<file path="config.mk">
export PLATFORM = sky130hd
export DESIGN_NAME = post_add_normalizer
export DESIGN_NICKNAME = d
export VERILOG_FILES = /design/src/rtl/norm_pkg.sv /design/src/rtl/norm_lead_detect.sv /design/src/rtl/norm_shift_encode.sv /design/src/rtl/norm_mant_shift.sv /design/src/rtl/post_add_normalizer.sv
export SDC_FILE = /design/constraint.sdc
export NUM_CORES = 1
export LEC_CHECK = 0
export ABC_AREA = 1
export BUFFER_PORTS_ARGS = -buffer_cell sky130_fd_sc_hd__buf_2
export CAP_MARGIN = 20
export CORE_ASPECT_RATIO = 1.25
export CORE_MARGIN = 2
export CORE_UTILIZATION = 62
export CTS_BUF_LIST = sky130_fd_sc_hd__clkbuf_4 sky130_fd_sc_hd__clkbuf_8
export DETAILED_ROUTE_END_ITERATION = 8
export GPL_TIMING_DRIVEN = 0
export PLACE_DENSITY = 0.89
export SLEW_MARGIN = 0
export SYNTH_ARGS = -nofsm -noshare
export SYNTH_HDL_FRONTEND = slang
export SYNTH_SLANG_ARGS = --single-unit
</file>
<file path="constraint.sdc">
create_clock -name clk -period 6.8 [get_ports clk]
set_input_delay 1.36 -clock clk [delete_from_list [all_inputs] [get_ports clk]]
set_output_delay 1.36 -clock clk [all_outputs]
set_load 0.005 [all_outputs]
</file>
<file path="src/rtl/norm_pkg.sv">
package norm_pkg;

    localparam int unsigned DEF_MANT_W = 24;

    // Signed count must span -1 .. MANT_W-1.
    function automatic int unsigned cnt_width(input int unsigned mant_w);
        return $clog2(mant_w + 1) + 1;
    endfunction

endpackage

</file>
<file path="src/rtl/norm_lead_detect.sv">
module norm_lead_detect #(
    parameter int unsigned RAW_W = 25
) (
    input  logic [RAW_W-1:0] raw,
    output logic [RAW_W-1:0] onehot,
    output logic             all_zero
);

    // clear_above[k]: the k bits scanned from the top are all zero
    logic [RAW_W:0] clear_above;

    assign clear_above[0] = 1'b1;

    generate
        for (genvar k = 0; k < RAW_W; k++) begin : g_scan
            // onehot[k] corresponds to shift code k-1; k = 0 is the carry-out
            assign onehot[k]          = clear_above[k] & raw[RAW_W-1-k];
            assign clear_above[k + 1] = clear_above[k] & ~raw[RAW_W-1-k];
        end
    endgenerate

    assign all_zero = clear_above[RAW_W];

endmodule

</file>
<file path="src/rtl/norm_shift_encode.sv">
module norm_shift_encode #(
    parameter int unsigned RAW_W = 25,
    parameter int unsigned CNT_W = 6
) (
    input  logic [RAW_W-1:0] onehot,
    output logic [CNT_W-1:0] cnt
);

    always_comb begin
        cnt = '0;
        for (int k = 0; k < RAW_W; k++) begin
            if (onehot[k]) begin
                cnt = cnt | CNT_W'(k - 1);
            end
        end
    end

endmodule

</file>
<file path="src/rtl/norm_mant_shift.sv">
module norm_mant_shift #(
    parameter int unsigned MANT_W = 24,
    parameter int unsigned CNT_W  = 6
) (
    input  logic [MANT_W:0]   raw,
    input  logic [CNT_W-1:0]  cnt,
    input  logic              right,
    output logic [MANT_W-1:0] mant
);

    localparam int unsigned SH_W = CNT_W - 1;

    logic [MANT_W-1:0] stage [SH_W+1];

    assign stage[0] = raw[MANT_W-1:0];

    generate
        for (genvar s = 0; s < SH_W; s++) begin : g_stage
            assign stage[s + 1] = cnt[s] ? (stage[s] << (1 << s)) : stage[s];
        end
    endgenerate

    assign mant = right ? raw[MANT_W:1] : stage[SH_W];

endmodule

</file>
<file path="src/rtl/post_add_normalizer.sv">
module post_add_normalizer #(
    parameter int unsigned  MANT_W = norm_pkg::DEF_MANT_W,
    localparam int unsigned CNT_W  = norm_pkg::cnt_width(MANT_W),
    localparam int unsigned RAW_W  = MANT_W + 1
) (
    input  logic              clk,
    input  logic              rst_n,
    input  logic              in_valid,
    input  logic [RAW_W-1:0]  raw_mant,
    output logic              out_valid,
    output logic [MANT_W-1:0] norm_mant,
    output logic [CNT_W-1:0]  shift_cnt,
    output logic              is_zero
);

    typedef struct packed {
        logic              vld;
        logic [MANT_W-1:0] mant;
        logic [CNT_W-1:0]  cnt;
        logic              zero;
    } out_t;

    out_t st_d, st_q;

    logic [RAW_W-1:0]  lead_onehot;
    logic              lead_zero;
    logic [CNT_W-1:0]  enc_cnt;
    logic [MANT_W-1:0] sh_mant;

    norm_lead_detect #(.RAW_W(RAW_W)) i_lead (
        .raw      (raw_mant),
        .onehot   (lead_onehot),
        .all_zero (lead_zero)
    );

    norm_shift_encode #(.RAW_W(RAW_W), .CNT_W(CNT_W)) i_enc (
        .onehot (lead_onehot),
        .cnt    (enc_cnt)
    );

    norm_mant_shift #(.MANT_W(MANT_W), .CNT_W(CNT_W)) i_shift (
        .raw   (raw_mant),
        .cnt   (enc_cnt),
        .right (lead_onehot[0]),
        .mant  (sh_mant)
    );

    always_comb begin
        st_d     = st_q;
        st_d.vld = in_valid;
        if (in_valid) begin
            st_d.zero = lead_zero;
            st_d.mant = lead_zero ? '0 : sh_mant;
            st_d.cnt  = lead_zero ? '0 : enc_cnt;
        end
    end

    always_ff @(posedge clk) begin
        if (!rst_n) begin
            st_q <= '0;
        end else begin
            st_q <= st_d;
        end
    end

    assign out_valid = st_q.vld;
    assign norm_mant = st_q.mant;
    assign shift_cnt = st_q.cnt;
    assign is_zero   = st_q.zero;

endmodule

</file>
Yosys cells after proc, flatten, opt, wreduce, memory -nomap -nowiden
Cells that the tools add are included.
Widths: inputs -> output; s select.
- muxes and demuxes: 32
- bitwise gates (word level): 72
- operators with widths (cell ; count):
    $mux 24 ; 7
    $and 1x1->1 ; 47
    $mux 5 ; 8
    $mux 4 ; 8
    $not 1->1 ; 25
    $mux 3 ; 4
    $mux 6 ; 2
    $mux 2 ; 2
    $mux 1 ; 1
- word-level logic and storage cells: 108
- bits in registers: 32
- input port bits: 28
- output and inout port bits: 32

Depth between registers and ports, before layout
Gate-level depths: netlist of run 1.
- word-level depth: 33
- gate-level depth with buffers: 22
- gate-level depth less buffers: 22

Cells and area by module
From an unflattened synthesis of run 1, not the netlist that was laid out.
- cell total of the unflattened synthesis: 557
- area, all modules: 3170.5 sq um
- by module, submodules not included (module ; cells an instance ; seq. area each (sq um) ; instances ; area each (sq um)):
    norm_mant_shift ; 297 ; 0.0 ; 1 ; 1316.3
    post_add_normalizer ; 143 ; 640.6 ; 1 ; 1280.0
    norm_lead_detect ; 69 ; 0.0 ; 1 ; 379.1
    norm_shift_encode ; 48 ; 0.0 ; 1 ; 195.2

Worst setup path after synthesis of run 1
No wires, ideal clock.
- path kind: input port to flip-flop
- start: in raw_mant[14]
- end: reg st_q, in the netlist norm_mant[8]
- arrival: 3.171 ns
- cell stages on the path: 17
- path buffers: 1
- setup slack: 3.501 ns
- required time: 6.672 ns
- setup time: 0.128 ns
- cells stage by stage: inv_2 -> nand2_1 -> nor2_1 -> nand4_2 -> nor2_2 -> nand4_2 -> nor2_4 -> nand4_2 -> a21oi_2 -> nor2_1 -> inv_1 -> buf_4 -> nand3_1 -> nand2_1 -> nand2_1 -> a21oi_1 -> nor2_1
- cells in the longest elaborated chain, start to end: 24
- elaborated cells between the ends (all ways): 53
- those cells by class: 22 x mux; 31 x bitwise
- ends and longest elaborated chain (what ; line ; text):
    start, declared ; post_add_normalizer.sv:9 ; input logic [RAW_W-1:0] raw_mant,
    $not 1->1 ; norm_lead_detect.sv:18 ; assign clear_above[k + 1] = clear_above[k] & ~raw[RAW_W-1-k];
    $and 1x1->1 (2 in series) ; norm_lead_detect.sv:18 ;
    $and 1x1->1 (on tied branches) ; norm_lead_detect.sv:17, norm_lead_detect.sv:18 ;
    $mux 4 / $and 1x1->1 (equally long branches) ; norm_shift_encode.sv:12, norm_lead_detect.sv:18 ;
    $mux 4 (tied with other cells) ; norm_shift_encode.sv:12 ; if (onehot[k]) begin
    $mux 4 / $and 1x1->1 (equally long branches) ; norm_shift_encode.sv:12, norm_lead_detect.sv:18 ;
    $mux 4 (tied with other cells) ; norm_shift_encode.sv:12 ;
    $mux 4 / $and 1x1->1 (equally long branches) ; norm_shift_encode.sv:12, norm_lead_detect.sv:18 ;
    [... 3 more ...] ; n/a ;
    $mux 5 / $and 1x1->1 (equally long branches) ; norm_shift_encode.sv:12, norm_lead_detect.sv:18 ;
    $mux 5 (tied with other cells) ; norm_shift_encode.sv:12 ;
    $mux 5 / $and 1x1->1 (equally long branches) ; norm_shift_encode.sv:12, norm_lead_detect.sv:18 ;
    $mux 5 / $and 1x1->1 (equally long branches) ; norm_shift_encode.sv:12, norm_lead_detect.sv:17 ;
    $mux 5 ; norm_shift_encode.sv:12 ;
    $mux 24 (5 in series) ; norm_mant_shift.sv:19 ; assign stage[s + 1] = cnt[s] ? (stage[s] << (1 << s)) : stage[s];
    $mux 24 ; norm_mant_shift.sv:23 ; assign mant = right ? raw[MANT_W:1] : stage[SH_W];
    $mux 24 * ; post_add_normalizer.sv:53 ; st_d.mant = lead_zero ? '0 : sh_mant;
    end signal, assigned ; post_add_normalizer.sv:62 ; st_q <= st_d;
    end, declared ; post_add_normalizer.sv:23 ; out_t st_d, st_q;
Mark *: on every way between the ends. The rest lies on a longest branch, timed or not.
A chain may end at the register's enable or synchronous reset.

Worst setup path after layout of run 1
- start: in raw_mant[14]
- end: reg st_q, in the netlist norm_mant[19]
The elaborated chain is that of the path after synthesis.

==> results.sh, run 1 <==
export IMPL_r2r_cells=4
export IMPL_synth_edf_count=0
export IMPL_place_hpwl_um=8040
export IMPL_yosys_area_share_adder_pct=0
export IMPL_dp_slack_ns=2.78
export IMPL_chipHeight_um=80.1
export IMPL_slowest_stage="nor2_1"
export IMPL_outcome="finished clean"
export IMPL_worstPathMaxFanout=8
export IMPL_arrival_ns=4.08
export IMPL_crit_required_ns=6.95
export IMPL_crit_top_cell="nand4_2"
export IMPL_fillCellCount=387
export IMPL_path_class="input pin to flop"
export IMPL_yosysSeqAreaShare_pct=22.3
export IMPL_drt_iter0_drc=438
export IMPL_pwr_share_clk_pct=32.0
export IMPL_yosysMostFrequentCell="nand3_1"
export IMPL_p_int_uw=369
export IMPL_skew_ns=0
export IMPL_pwr_share_comb_pct=32.3
export IMPL_ir_drop_mv=0.0910
export IMPL_grt_first_pass_wirelength_um=16200
export IMPL_fin_area_um2=3350
export IMPL_path_cells="buf_2 > inv_2 > nand2_1 > nor2_1 > nand4_2 > nor2_2 > nand4_2 > nor2_4 > nand4_2 > a21oi_2 > inv_2 > nand3_1 > inv_1 > nor2_1 > a21oi_1 > nand2_1 > a21oi_1"
export IMPL_synth_area_top_cells="dfxtp_1 22%, nand3_1 22%, nand2_1 16%, inv_1 5.9%, a21oi_1 5.1%"
export IMPL_dieArea_um2=5200
export IMPL_cp_num_buf_inv=4
export IMPL_relSlewSlack_pct=36.0
export IMPL_vias=3882
export IMPL_fin_setup_tns_ns=0
export IMPL_synth_main_ff_cell="dfxtp_1"
export IMPL_critical_path_top_delay_family="simple AND/OR/NAND/NOR gates"
export IMPL_slowest_delay_ns=0.46
export IMPL_finalSetupViolCount=0
export IMPL_cts_tree="yes"
export IMPL_synth_top_family_by_area="simple AND/OR/NAND/NOR gates"
export IMPL_cap_violations=0
export IMPL_area_delta_synth_final_pct=16.7
export IMPL_firstDrtPassIters=8
export IMPL_start_kind="input pin"
export IMPL_num_rows=27
export IMPL_grt_overflow_total=0
export IMPL_synth_area_um2=2870
export IMPL_rrSetupSlack_ns=5.97
export IMPL_ys_warn_count=0
export IMPL_clk_path_buf_depth=2
export IMPL_yosys_cell_types_count=29
export IMPL_grt_max_degree=12
export IMPL_syn_instance_count=502
export IMPL_switching_share_pct=35.6
export IMPL_whs_path_depth=2
export IMPL_cts_sinks=32
export IMPL_rsz0062_at_grt="false"
export IMPL_synthTopCellsByCount="127 x nand3_1, 126 x nand2_1, 45 x inv_1"
export IMPL_boundaryPins=60
export IMPL_min_to="shift_cnt[2]$_SDFFE_PN0P_"
export IMPL_fmax_mhz=254
export IMPL_pwr_share_seq_pct=35.8
export IMPL_place_congestion=1.10
export IMPL_cts_setup_buffers=0
export IMPL_yosys_area_share_simple_pct=52.1
export IMPL_ctsRootBufferMaster="clkbuf_8"
export IMPL_cts_buffers=5
export IMPL_fin_crit_sh_pct=57.8
export IMPL_drive_gt1_share_pct=18.8
export IMPL_holdCritPathClass="flop to flop"
export IMPL_yosys_area_top_type="dfxtp_1"
export IMPL_cts_resized=0
export IMPL_finalHoldViolCount=0
export IMPL_coreArea_um2=4430
export IMPL_syn_num_nets=530
export IMPL_start_util_pct=64.9
export IMPL_drt_wl_total_um=10100
export IMPL_synth_mux_area_share_pct=0
export IMPL_fin_nets=596
export IMPL_clk_latency_ns=0.29
export IMPL_postRouteAntennaNets=0
export IMPL_clkTransAtPathRegs_ns=0.07
export IMPL_end_kind="flop"
export IMPL_io_buffers=59
export IMPL_reg2reg_from="norm_mant[2]$_SDFFE_PN0P_"
export IMPL_grt_pass1_vias=3517
export IMPL_drcViolationCount=0
export IMPL_htree_levels=2
export IMPL_tightestPinTransition_ns=0.952
export IMPL_syn_avg_cell_area_um2=5.72
export IMPL_ctsHoldBuffers=0
export IMPL_ys_async_sr_fraction_pct=0
export IMPL_n_antenna_cell=0
export IMPL_fp_dieW_um=64.9
export IMPL_place_area_um2=3240
export IMPL_synth_xor_area_share_pct=0
export IMPL_powerDensity_nw_per_um2=171
export IMPL_ys_seq_elements=32
export IMPL_routed_via_density=6.19
export IMPL_r2r_end="norm_mant[2]$_SDFFE_PN0P_"
export IMPL_routedWlPerCell_um=16.1
export IMPL_p_sw_uw=204
export IMPL_grt_antenna_before_repair=0
export IMPL_power_leakage_uw=0.00164
export IMPL_min_period_ns=3.93
export IMPL_slew_viol_final=0
export IMPL_grt_usage_pct=40.6
export IMPL_synth_top_area_share_pct=22.3
export IMPL_min_from="shift_cnt[2]$_SDFFE_PN0P_"
export IMPL_setup_ws_ns=2.87
export IMPL_synth_compound_area_share_pct=14.1
## worst register-to-register path: stages (launching register included)
cell	delay, ns
dfxtp_1	0.32
nand2_1	0.07
o21ai_0	0.09
a31oi_1	0.17
nor2_1	0.06
## flip-flops by register name, indices dropped and copies added (netlist names)
| register | flops |
|---|---|
| out_valid | 1 |
| norm_mant | 24 |
| shift_cnt | 6 |
| is_zero | 1 |
## power groups by stage
| stage | registers (uW) | clock network [uW] | logic, uW |
|---|---|---|---|
| 2_1_floorplan | 210 | 0 | 117 |
| 3_3_place_gp | 208 | 0 | 174 |
| 3_5_place_dp | 209 | 0 | 178 |
| 4_1_cts | 205 | 181 | 179 |
| 5_1_grt | 206 | 190 | 203 |
| 6_report | 205 | 183 | 185 |
## placed cells by master (no fill, tap or decap), drive strengths merged
cell and n:
nand4 8, dfxtp 32, nor2 47, clkinv 2
nor3 7, bufinv 1, o21ai 28, inv 49
o21a 1, buf 72, nand2 128, o211ai 5
clkinvlp 1, a211oi 1, clkbuf 19, a21oi 32
o2111ai 1, nand3 130, a31oi 5
## worst max path at each step
stage	from	to	slack (ns)	cells past startpoint
floorplan	raw_mant[14]	norm_mant[8]$_SDFFE_PN0P_	3.50	17
global placement	raw_mant[14]	norm_mant[19]$_SDFFE_PN0P_	2.84	17
detailed placement	raw_mant[14]	norm_mant[16]$_SDFFE_PN0P_	2.78	17
CTS	raw_mant[14]	norm_mant[18]$_SDFFE_PN0P_	3.05	17
global route	raw_mant[14]	norm_mant[17]$_SDFFE_PN0P_	2.77	17
finish	raw_mant[14]	norm_mant[19]$_SDFFE_PN0P_	2.87	17
## routing by layer
layer	vias up	share of wire (%)	track usage, %
li1	1816	-	-
met4	0	5.6	22.8
met2	281	47	69.8
met3	64	11	7.28
met1	1721	37	46.9
met5	-	0	0
## kinds of logic after synthesis
kind of cell,after synthesis
AOI/OAI and AO/OA,73
buffers and inverters,77
DFF,32
and+or+nand+nor,320
## per-stage QoR
stage	utilization, %	instances	power, uW	hold WS [ns]
after floorplan	-	502	327	0.458
after global placement	73.2	619	383	0.448
after detailed placement	73.2	619	386	0.453
after CTS	75.7	627	564	0.468
after global routing	75.7	627	599	0.483
final	75.7	627	573	0.466
## layout make-up
cell class	count	area, um^2	share of cell area, %
well taps	58	72.6	2.16
clock buffers	5	68.8	2.05
flip-flops and latches	32	641	19.1
repair buffers	59	295	8.81
clock inverters	3	42.5	1.27
plain buffers	27	144	4.29
multi-input cells	393	1900	56.7
inverters	50	188	5.60
(Power assumes the default switching activity.)
==> run 2: changes to the inputs <==
ABC_AREA = 0   (was 1)
CORE_UTILIZATION = 58   (was 62)
PLACE_DENSITY = 0.83   (was 0.89)
clock period = 4.1 ns   (was 6.8 ns; I/O delays follow)
==> run 2 against run 1 <==
  * The flow now finishes with violations (design-rule violations)
  * First-iteration DRC count increased by 50%
  * Worst hold slack got worse by 0.011 ns
  * Final area increased by 6.1%
  * Worst setup slack got worse by 2.6 ns
  * Total power increased by 66%
  * Register-to-register slack got worse by 2.9 ns
  * Non-clock buffer count increased by 2
  * Critical path type unchanged
==> results.sh, run 2 <==
export IMPL_outcome="finished, violations left"
export IMPL_violations="design-rule violations"
export IMPL_arrival_ns=4.04
export IMPL_yosysSeqAreaShare_pct=20.3
export IMPL_ys_seq_elements=32
export IMPL_grt_max_degree=11
export IMPL_finalSetupViolCount=0
export IMPL_synth_main_ff_cell="dfxtp_1"
export IMPL_syn_num_nets=444
export IMPL_multiInputGateArea_um2=2240
export IMPL_instances_no_fill=535
export IMPL_ff_latch_area_um2=641
export IMPL_end_kind="flop"
export IMPL_r2r_cells=4
export IMPL_synth_edf_count=0
export IMPL_io_buffers=47
export IMPL_drive_gt1_share_pct=22.1
export IMPL_cts_setup_buffers=0
export IMPL_place_congestion=1.00
export IMPL_yosysMostFrequentCell="nor2_1"
export IMPL_whs_path_depth=2
export IMPL_slew_viol_final=0
export IMPL_cp_depth=12
export IMPL_yosys_area_share_simple_pct=28.2
export IMPL_fin_setup_tns_ns=0
export IMPL_cts_buffers=5
export IMPL_coreArea_um2=5330
export IMPL_cts_resized=0
export IMPL_grt_pass1_vias=3545
export IMPL_path_cells="buf_2 > nor4b_1 > o211a_1 > nor3_1 > and4_4 > buf_6 > nand2b_2 > buf_6 > a311oi_2 > mux2i_1 > or2_0 > a221o_1"
export IMPL_fillCellCount=497
export IMPL_cap_violations=0
export IMPL_holdCritPathClass="flop to flop"
export IMPL_num_rows=30
export IMPL_grt_antenna_before_repair=0
export IMPL_critical_path_top_delay_family="simple AND/OR/NAND/NOR gates"
export IMPL_relSlewSlack_pct=30.0
export IMPL_ctsHoldBuffers=0
export IMPL_syn_avg_cell_area_um2=7.57
export IMPL_synth_xor_area_share_pct=0
export IMPL_synth_compound_area_share_pct=36.2
export IMPL_syn_instance_count=416
export IMPL_fin_nets=498
export IMPL_ctsRootBufferMaster="clkbuf_8"
export IMPL_min_period_ns=3.85
export IMPL_fin_util_pct=66.7
export IMPL_clkTransAtPathRegs_ns=0.07
export IMPL_routed_via_density=7.20
export IMPL_yosys_area_share_adder_pct=0
export IMPL_rsz0062_at_grt="false"
export IMPL_drt_wl_total_um=12000
export IMPL_start_kind="input pin"
export IMPL_slowest_stage="nor3_1"
export IMPL_yosys_cell_types_count=73
export IMPL_cp_num_buf_inv=3
export IMPL_path_class="input pin to flop"
export IMPL_final_common_cell="buf_2"
export IMPL_drt_iter0_drc=658
export IMPL_cts_tree="yes"
export IMPL_grt_usage_pct=39.9
export IMPL_routedWlPerCell_um=22.5
export IMPL_boundaryPins=60
export IMPL_fmax_mhz=260
export IMPL_rrSetupSlack_ns=3.08
export IMPL_start_util_pct=59.1
export IMPL_synth_area_um2=3150
export IMPL_finalHoldViolCount=0
export IMPL_layout_common_cells="58 x buf_2, 43 x nor2_1, 40 x nand2_1"
export IMPL_crit_required_ns=4.28
export IMPL_cts_sinks=32
export IMPL_fin_crit_sh_pct=94.0
export IMPL_yosys_area_top_type="dfxtp_1"
export IMPL_grt_overflow_total=0
export IMPL_synthTopCellsByCount="43 x nor2_1, 40 x nand2_1, 36 x a21oi_1"
export IMPL_clk_latency_ns=0.29
export IMPL_power_leakage_uw=0.00148
export IMPL_clk_path_buf_depth=2
export IMPL_dieArea_um2=6040
export IMPL_skew_ns=0
export IMPL_postRouteAntennaNets=0
export IMPL_largest_reg_flops=24
export IMPL_htree_levels=2
export IMPL_slowest_delay_ns=0.61
export IMPL_fp_dieW_um=69.9
export IMPL_area_delta_synth_final_pct=13.0
export IMPL_worstPathMaxFanout=10
export IMPL_synth_top_area_share_pct=20.3
export IMPL_synth_top_family_by_area="compound AO/OA/AOI/OAI gates"
export IMPL_ir_drop_mv=0.367
export IMPL_powerDensity_nw_per_um2=267
export IMPL_hold_slack_ns=0.455
export IMPL_dp_cells=527
export IMPL_chipHeight_um=86.4
export IMPL_ys_warn_count=0
export IMPL_drcViolationCount=1
export IMPL_tightestPinTransition_ns=1.04
export IMPL_ys_async_sr_fraction_pct=0
export IMPL_crit_top_cell="buf_6"
export IMPL_grt_first_pass_wirelength_um=18900
export IMPL_vias=3850
export IMPL_synth_mux_area_share_pct=6.84
export IMPL_firstDrtPassIters=9
export IMPL_place_hpwl_um=9030
export IMPL_synth_area_top_cells="dfxtp_1 20%, a21oi_1 5.7%, mux2i_1 5.4%, nor2_1 5.1%, nand2_1 4.8%"
export IMPL_n_antenna_cell=0
==> run 2: area by class of cell <==
cell class / instances / share of cell area [%]
tap: 64 / 2.25
sequential: 32 / 18.0
clock inverter: 2 / 0.281
clock buffer: 6 / 2.32
inverter: 10 / 1.06
timing repair buffer: 47 / 6.62
buffer: 41 / 6.40
multi-input combinational: 333 / 63.1
==> run 2: metal layers <==
metal | track usage [%] | wire [um] | share of wire [%]
met3 | 5.93 | 1320 | 11
met4 | 20.3 | 611 | 5.1
met2 | 65.3 | 5620 | 47
met5 | 0 | 0 | 0
met1 | 51.1 | 4480 | 37
==> run 2: kinds of logic after synthesis <==
| kind of cell | count (synthesis) |
|---|---|
| buf+inv | 51 |
| compound gates | 150 |
| mux | 21 |
| flops | 32 |
| simple gates | 162 |
==> run 2: per-stage QoR <==
step / cell area, um^2 / total power (uW) / worst slack, ns
floorplan: 3150 / 571 / 0.726
global placement: 3460 / 679 / 0.0827
detailed placement: 3460 / 684 / 0.0345
CTS: 3560 / 939 / 0.319
global route: 3560 / 987 / 0.0547
finish: 3560 / 949 / 0.248
==> run 2: report_power, final <==
part           internal, uW  switching, uW
clock network           134            124
registers               332           10.7
logic                   125            223
==> run 2: worst paths after layout <==
| check | start | endpoint |
|---|---|---|
| worst max register to register | norm_mant[9]$_SDFFE_PN0P_ | norm_mant[9]$_SDFFE_PN0P_ |
| worst min-delay path | norm_mant[19]$_SDFFE_PN0P_ | norm_mant[19]$_SDFFE_PN0P_ |
| worst min register to register | norm_mant[19]$_SDFFE_PN0P_ | norm_mant[19]$_SDFFE_PN0P_ |
| worst max-delay path | raw_mant[12] | norm_mant[16]$_SDFFE_PN0P_ |
==> run 2: worst min-delay path, cell delays in order, from the launching register on <==
cell,delay (ns)
dfxtp_1,0.33
nand2_1,0.05
o31ai_1,0.05
